--- src/rtl/disp_tg_pkg.sv ---
package disp_tg_pkg;
    localparam int DW      = 32;
    localparam int LINE_W  = 18;
    localparam int FRAME_W = 16;
    localparam int HSW_W   = 14;
    localparam int HWAIT_W = 12;
    localparam int NREG_RW = 8;

    // word indices (bus_addr[7:4])
    localparam int IDX_CTRL   = 0;
    localparam int IDX_FRAME  = 1;
    localparam int IDX_LINE   = 2;
    localparam int IDX_WAIT   = 3;
    localparam int IDX_XFER   = 4;
    localparam int IDX_VALID  = 5;
    localparam int IDX_SYNC   = 6;
    localparam int IDX_NEXT   = 7;
    localparam int IDX_CUR    = 8;
    localparam int IDX_STATUS = 9;

    // control bits
    localparam int B_RUN  = 0;
    localparam int B_GATE = 30;
    localparam int B_SRST = 31;
    // sync word bits
    localparam int B_HS_HI = 24;
    localparam int B_VS_HI = 25;
    localparam int B_DE_HI = 26;
    localparam int B_FALL  = 27;
    localparam int B_SYNC_ON = 28;

    typedef enum logic { ST_IDLE, ST_RUN } tg_state_e;

    typedef struct packed {
        logic               run;
        logic               gate;
        logic               srst;
        logic               sync_on;
        logic               hs_hi;
        logic               vs_hi;
        logic               de_hi;
        logic               fall;
        logic [FRAME_W-1:0] frame_len;
        logic [FRAME_W-1:0] vsw;
        logic [FRAME_W-1:0] vwait;
        logic [FRAME_W-1:0] vcount;
        logic [LINE_W-1:0]  line_len;
        logic [LINE_W-1:0]  valid;
        logic [HSW_W-1:0]   hsw;
        logic [HWAIT_W-1:0] hwait;
        logic [15:0]        hcount;
        logic [DW-1:0]      next_base;
    } tg_cfg_t;
endpackage

--- src/rtl/disp_tg_regs.sv ---
module disp_tg_regs
    import disp_tg_pkg::*;
#(
    parameter int AW = 8
) (
    input  logic          clk,
    input  logic          rst_n,
    input  logic [AW-1:0] bus_addr,
    input  logic          bus_wr,
    input  logic [DW-1:0] bus_wdata,
    output logic [DW-1:0] bus_rdata,
    input  logic [DW-1:0] cur_base,
    input  logic          active,
    output tg_cfg_t       cfg
);
    localparam int IDX_LSB = 4;
    localparam int IDX_W   = 4;
    localparam int SEL_W   = $clog2(NREG_RW);

    typedef struct packed {
        logic [NREG_RW-1:0][DW-1:0] r;
    } regs_s;

    regs_s regs_d, regs_q;

    logic [IDX_W-1:0] idx;
    logic [1:0]       op;
    logic             aligned;
    logic             wr_hit;

    assign idx     = bus_addr[IDX_LSB +: IDX_W];
    assign op      = bus_addr[3:2];
    assign aligned = (bus_addr[1:0] == 2'b00);
    assign wr_hit  = bus_wr && aligned && (idx < IDX_W'(NREG_RW));

    always_comb begin
        regs_d = regs_q;
        if (wr_hit) begin
            unique case (op)
                2'd0: regs_d.r[idx[SEL_W-1:0]] = bus_wdata;
                2'd1: regs_d.r[idx[SEL_W-1:0]] = regs_q.r[idx[SEL_W-1:0]] | bus_wdata;
                2'd2: regs_d.r[idx[SEL_W-1:0]] = regs_q.r[idx[SEL_W-1:0]] & ~bus_wdata;
                default: ;
            endcase
        end
        if (regs_q.r[IDX_CTRL][B_SRST]) begin
            for (int i = 1; i < NREG_RW; i++) begin
                regs_d.r[i] = '0;
            end
        end
    end

    always_ff @(posedge clk or negedge rst_n) begin
        if (!rst_n) regs_q <= '0;
        else        regs_q <= regs_d;
    end

    always_comb begin
        bus_rdata = '0;
        if (idx < IDX_W'(NREG_RW))            bus_rdata = regs_q.r[idx[SEL_W-1:0]];
        else if (idx == IDX_W'(IDX_CUR))      bus_rdata = cur_base;
        else if (idx == IDX_W'(IDX_STATUS))   bus_rdata = {{(DW-1){1'b0}}, active};
    end

    always_comb begin
        cfg.run       = regs_q.r[IDX_CTRL][B_RUN];
        cfg.gate      = regs_q.r[IDX_CTRL][B_GATE];
        cfg.srst      = regs_q.r[IDX_CTRL][B_SRST];
        cfg.frame_len = regs_q.r[IDX_FRAME][FRAME_W-1:0];
        cfg.line_len  = regs_q.r[IDX_LINE][LINE_W-1:0];
        cfg.hsw       = regs_q.r[IDX_LINE][LINE_W +: HSW_W];
        cfg.hwait     = regs_q.r[IDX_WAIT][16 +: HWAIT_W];
        cfg.vwait     = regs_q.r[IDX_WAIT][FRAME_W-1:0];
        cfg.vcount    = regs_q.r[IDX_XFER][31:16];
        cfg.hcount    = regs_q.r[IDX_XFER][15:0];
        cfg.valid     = regs_q.r[IDX_VALID][LINE_W-1:0];
        cfg.vsw       = regs_q.r[IDX_SYNC][FRAME_W-1:0];
        cfg.hs_hi     = regs_q.r[IDX_SYNC][B_HS_HI];
        cfg.vs_hi     = regs_q.r[IDX_SYNC][B_VS_HI];
        cfg.de_hi     = regs_q.r[IDX_SYNC][B_DE_HI];
        cfg.fall      = regs_q.r[IDX_SYNC][B_FALL];
        cfg.sync_on   = regs_q.r[IDX_SYNC][B_SYNC_ON];
        cfg.next_base = regs_q.r[IDX_NEXT];
    end


    set_alias_chk: assert property (@(posedge clk) disable iff (!rst_n)
        (bus_wr && bus_addr == AW'(8'h64) && !regs_q.r[IDX_CTRL][B_SRST])
        |=> ((regs_q.r[IDX_SYNC] & $past(bus_wdata)) == $past(bus_wdata)));


    clr_alias_chk: assert property (@(posedge clk) disable iff (!rst_n)
        (bus_wr && bus_addr == AW'(8'h68))
        |=> ((regs_q.r[IDX_SYNC] & $past(bus_wdata)) == '0));


    srst_clear_chk: assert property (@(posedge clk) disable iff (!rst_n)
        regs_q.r[IDX_CTRL][B_SRST] |=> (regs_q.r[IDX_FRAME] == '0));
endmodule

--- src/rtl/disp_tg_core.sv ---
module disp_tg_core
    import disp_tg_pkg::*;
(
    input  logic          clk,
    input  logic          rst_n,
    input  tg_cfg_t       cfg,
    output logic          hsync,
    output logic          vsync,
    output logic          de,
    output logic          pix_req,
    output logic          sample_fall,
    output logic          active,
    output logic [DW-1:0] frame_base
);
    localparam int HX = LINE_W + 1;
    localparam int VX = FRAME_W + 1;

    typedef struct packed {
        tg_state_e          st;
        logic [LINE_W-1:0]  h;
        logic [FRAME_W-1:0] v;
        logic [DW-1:0]      cur;
    } core_s;

    core_s core_d, core_q;

    logic running, h_last, v_last;
    logic v_win, h_de_win, h_fetch_win;
    logic hs_act, vs_act, de_act;

    assign running = (core_q.st == ST_RUN);
    assign h_last  = (HX'(core_q.h) + HX'(1)) >= HX'(cfg.line_len);
    assign v_last  = (VX'(core_q.v) + VX'(1)) >= VX'(cfg.frame_len);

    always_comb begin
        core_d = core_q;
        if (cfg.srst) begin
            core_d = '{st: ST_IDLE, h: '0, v: '0, cur: '0};
        end else if (!cfg.gate) begin
            unique case (core_q.st)
                ST_IDLE: begin
                    if (cfg.run) begin
                        core_d.st  = ST_RUN;
                        core_d.h   = '0;
                        core_d.v   = '0;
                        core_d.cur = cfg.next_base;
                    end
                end
                ST_RUN: begin
                    if (h_last) begin
                        core_d.h = '0;
                        if (v_last) begin
                            core_d.v = '0;
                            if (cfg.run) core_d.cur = cfg.next_base;
                            else         core_d.st  = ST_IDLE;
                        end else begin
                            core_d.v = core_q.v + FRAME_W'(1);
                        end
                    end else begin
                        core_d.h = core_q.h + LINE_W'(1);
                    end
                end
                default: core_d.st = ST_IDLE;
            endcase
        end
    end

    always_ff @(posedge clk or negedge rst_n) begin
        if (!rst_n) core_q <= '{st: ST_IDLE, h: '0, v: '0, cur: '0};
        else        core_q <= core_d;
    end

    always_comb begin
        v_win       = (VX'(core_q.v) >= VX'(cfg.vwait)) &&
                      (VX'(core_q.v) <  VX'(cfg.vwait) + VX'(cfg.vcount));
        h_de_win    = (HX'(core_q.h) >= HX'(cfg.hwait)) &&
                      (HX'(core_q.h) <  HX'(cfg.hwait) + HX'(cfg.valid));
        h_fetch_win = (HX'(core_q.h) >= HX'(cfg.hwait)) &&
                      (HX'(core_q.h) <  HX'(cfg.hwait) + HX'(cfg.hcount));
        hs_act  = running && cfg.sync_on && (core_q.h < LINE_W'(cfg.hsw));
        vs_act  = running && cfg.sync_on && (core_q.v < cfg.vsw);
        de_act  = running && cfg.sync_on && v_win && h_de_win;
        hsync   = cfg.hs_hi ? hs_act : !hs_act;
        vsync   = cfg.vs_hi ? vs_act : !vs_act;
        de      = cfg.de_hi ? de_act : !de_act;
        pix_req = running && v_win && h_fetch_win;
    end

    assign sample_fall = cfg.fall;
    assign active      = running;
    assign frame_base  = core_q.cur;


    line_wrap_chk: assert property (@(posedge clk) disable iff (!rst_n)
        (running && !cfg.gate && !cfg.srst && h_last) |=> (core_q.h == '0));


    line_step_chk: assert property (@(posedge clk) disable iff (!rst_n)
        (running && !cfg.gate && !cfg.srst && h_last && !v_last)
        |=> (core_q.v == $past(core_q.v) + FRAME_W'(1)));


    base_hold_chk: assert property (@(posedge clk) disable iff (!rst_n)
        (running && $past(running) && !(core_q.h == '0 && core_q.v == '0))
        |-> $stable(core_q.cur));


    stop_finish_chk: assert property (@(posedge clk) disable iff (!rst_n)
        (running && !cfg.run && !cfg.gate && !cfg.srst && !(h_last && v_last))
        |=> running);


    gate_hold_chk: assert property (@(posedge clk) disable iff (!rst_n)
        (cfg.gate && !cfg.srst) |=> ($stable(core_q.h) && $stable(core_q.v)));
endmodule

--- src/rtl/disp_timing_gen.sv ---
module disp_timing_gen
    import disp_tg_pkg::*;
#(
    parameter int AW = 8
) (
    input  logic          clk,
    input  logic          rst_n,
    input  logic [AW-1:0] bus_addr,
    input  logic          bus_wr,
    input  logic [31:0]   bus_wdata,
    output logic [31:0]   bus_rdata,
    output logic          lcd_hsync,
    output logic          lcd_vsync,
    output logic          lcd_de,
    output logic          pix_req,
    output logic          sample_fall,
    output logic [31:0]   frame_base
);
    tg_cfg_t cfg;
    logic    active;

    disp_tg_regs #(.AW(AW)) u_regs (
        .clk       (clk),
        .rst_n     (rst_n),
        .bus_addr  (bus_addr),
        .bus_wr    (bus_wr),
        .bus_wdata (bus_wdata),
        .bus_rdata (bus_rdata),
        .cur_base  (frame_base),
        .active    (active),
        .cfg       (cfg)
    );

    disp_tg_core u_core (
        .clk         (clk),
        .rst_n       (rst_n),
        .cfg         (cfg),
        .hsync       (lcd_hsync),
        .vsync       (lcd_vsync),
        .de          (lcd_de),
        .pix_req     (pix_req),
        .sample_fall (sample_fall),
        .active      (active),
        .frame_base  (frame_base)
    );
endmodule

--- config.mk ---
export PLATFORM = sky130hd
export DESIGN_NAME = disp_timing_gen
export DESIGN_NICKNAME = d
export VERILOG_FILES = /design/src/rtl/disp_tg_pkg.sv /design/src/rtl/disp_tg_regs.sv /design/src/rtl/disp_tg_core.sv /design/src/rtl/disp_timing_gen.sv
export SDC_FILE = /design/constraint.sdc
export NUM_CORES = 2
export LEC_CHECK = 0
export BUFFER_PORTS_ARGS = -buffer_cell sky130_fd_sc_hd__buf_4
export CORE_MARGIN = 5
export CORE_UTILIZATION = 55
export DETAILED_ROUTE_END_ITERATION = 8
export GPL_ROUTABILITY_DRIVEN = 0
export PLACE_DENSITY = 0.72
export SLEW_MARGIN = 25
export SYNTH_ARGS = -nofsm -noshare
export SYNTH_HDL_FRONTEND = slang
export SYNTH_SLANG_ARGS = --single-unit
--- constraint.sdc ---
create_clock -name clk -period 4.5 [get_ports clk]
set_input_delay 0.675 -clock clk [delete_from_list [all_inputs] [get_ports clk]]
set_output_delay 0.675 -clock clk [all_outputs]
set_load 0.005 [all_outputs]
==> metrics.txt <==
outcome=finished, violations left; failing checks=DRC, setup timing; sequential power share=35.3%; die area=0.0513 mm²; routed len/inst=28.3 µm; multi-input combinational cell area=0.0159 mm²; Max Cap Viol=0; Net Switching=3.33 mW; Worst path depth=18; Crit Path Max Fanout=4; IO buf count=111; Initial Util=55.5%; Slowest-stage cell, CP=dfrtp_1; Yosys reg bits=323; most common cell after layout, fill and taps aside=nand2_1; critical path data required time=3830 ps; Final setup viols=2; met1 Resource Use GR=51.4%; Min-Delay Path Class=input port to async pin; adder-cell area share of the yosys netlist=9.16%; Top delay family on crit path=compound AO/OA/AOI/OAI gates; TritonCTS clock tree=yes; cells on worst reg2reg path=17; Yosys warning count=0; fraction of power spent switching nets=36.6%; Int Pwr=5.77 mW; CTS buffer count=40; pre-CTS setup slack=-832 ps; DRT Pass-1 Iters=9; Post-synth EDFFs=0; Max-Slew Margin vs Limit=26.4%; mux contribution to synthesized area=3.82%; RSZ-0062 raised after global routing=yes; met2 global-route usage=58.1%; max-slew violations=0; sequential cell area fraction in the yosys report=31.4%; total number of vias=28043; gr busiest metal=met2; Total Nets Final=3427; Die Ht=227 µm; Worst Max-Slew Pin Slew=1090 ps; Global Route Usage Sum=40.6%; fmax=0.184 GHz; # hold bufs at CTS=0; Residual DRC=2; CP Data Arrival Time=4760 ps; Power, Total=9.10 mW; Worst Setup Path Type=flip-flop to output pin; Top Ports=112; Power Density=314 mW/mm²; Compound-Gate Fraction of Synth Area=29.6%; main combinational cell family by area after synthesis=compound AO/OA/AOI/OAI gates; Core Rows=79; register area=0.00808 mm²; final worst-path setup slack=-934 ps; Simple-Gate Fraction of Synth Area=15.3%; # fillers=3976; antenna-violating nets left=0; flop-to-flop setup slack=220 ps; CTS H-tree depth=2; most frequent cells in the layout=nand2_1, a21oi_1, dfrtp_1; final cycle utilization of the critical path=121%; xor/xnor share of the synthesized area=2.55%; Worst-path clk slew=60 ps; 1st-iter DRT viols=4664; crit-path max cell delay=400 ps; Buf/Inv on CP=1; top_reg_cell synth=dfrtp_1; critical path cell sequence=ha_1 -> a21o_1 -> a21oi_2 -> o21ai_1 -> a31oi_2 -> o21bai_1 -> a21oi_2 -> xor2_1 -> ha_1 -> and3_4 -> a2111oi_4 -> o211ai_1 -> a31o_2 -> a2111oi_4 -> o211a_4 -> o2111ai_2 -> xor2_1 -> buf_4; first-pass GRT wire length=161 mm; clk buf depth=3; M3 GR Usage=11.5%; Syn Inst Count=3207; worst skew pair latency=600 ps; Synth Net Count=3437; Setup crit end kind=output pin; Cell variety after synth=74; Syn Area/Cell=8.04 µm²; Die X=227 µm; total grt overflow=0; Max VDD drop=0.000254 V; largest net degree at the start of global routing=131; drt total wl=109 mm; dpl hpwl=73.6 mm; Clock power frac=36.1%; asr flop ratio synth=100%; Clock Sinks=323; fin crit period=5430 ps; crit path launch=u_regs.cfg[111]; Worst Skew=28.0 ps; Critical R2R Launch=u_core.core_q[48]; core area=0.0465 mm²; Post-Syn Area=0.0258 mm²; Logic pwr share=28.6%; vias per cell=7.31; Pleak=12.2 nW; Setup crit start kind=flip-flop; layout cells sized above 1=13.5%; area delta synth->final=12.3%; initial antenna violation count=2; clock root cell=clkbuf_16; Final Hold Viols=0; RR Endpoint=u_core.core_q[41]; vias in the first global route=26510; Final Util=62.3%
-- metal layers --
metal | wire length [µm] | vias to the layer above
li1 | - | 11819
met1 | 37900 | 13341
met2 | 44500 | 2275
met3 | 15100 | 608
met4 | 11000 | 0
met5 | 0 | -
-- Yosys cell counts (21+ instances only) --
master    number  area, µm²
a22oi_1       71        533
xor2_1        34        298
dfrtp_1      323       8080
inv_1        148        556
nand2_1      427       1600
a21o_1        21        158
a22o_1        33        289
nand2b_1      22        138
a31oi_1       23        144
o21ai_0      305       1530
nand3_1       62        310
ha_1         184       2300
buf_4         34        255
a21oi_1      358       1790
buf_2         25        125
xnor2_1       41        359
buf_1         25       93.8
clkbuf_1     241        905
mux2i_1       58        581
o41ai_1      197       1730
nor2_1        97        364
nor3_1       178        891
-- registers in the layout, summed over array words and instances (netlist names) --
register and count:
u_core.core_q 34, u_core.active 1, u_regs.cfg 182, u_regs.regs_q 74
u_core.frame_base 32
-- kinds of logic after synthesis --
family,after synthesis
adder cells (fa/ha/maj),187
XOR/XNOR,75
buffers and inverters,488
AO/OA/AOI/OAI,1173
flip-flops,323
AND/OR/NAND/NOR,880
multiplexers,81
-- power groups by stage --
stage / combinational [mW] / clock (mW) / sequential, mW
after global placement: 2.33 / 0 / 3.24
after CTS: 2.44 / 3.28 / 3.19
after detailed placement: 2.41 / 0 / 3.24
after floorplan: 1.43 / 0 / 3.17
after global routing: 2.72 / 3.40 / 3.21
final: 2.60 / 3.29 / 3.21
-- through the flow --
stage	TNS (ps)	area [µm²]	instances	hold slack, ps
global placement	-1070	27500	3754	461
CTS	-1700	28800	3826	102
finish	-1750	29000	3835	85.8
global route	-1930	29000	3831	136
floorplan	0	25800	3207	379
detailed placement	-1580	27500	3754	475
-- layout make-up --
type	instances	share of cell area (%)
clock buffer	61	4.00
clock inverter	8	0.415
multi-input combinational	2396	54.8
timing repair buffer	288	8.26
antenna	4	0.0346
inverter	148	1.94
tap	607	2.62
sequential	323	27.9
-- how the worst max path moves through the flow --
stage                  end  slack (ps)
floorplan           lcd_de          40
global placement    lcd_de        -570
detailed placement  lcd_de        -830
CTS                 lcd_de        -880
global route        lcd_de       -1010
finish              lcd_de        -930
-- timing repair --
action	CTS	global route
resized for setup	20	8
pin swaps	23	9
buffers inserted	3	4
endpoints found under the setup margin	2	4
Power figures use the tool's default switching activity.
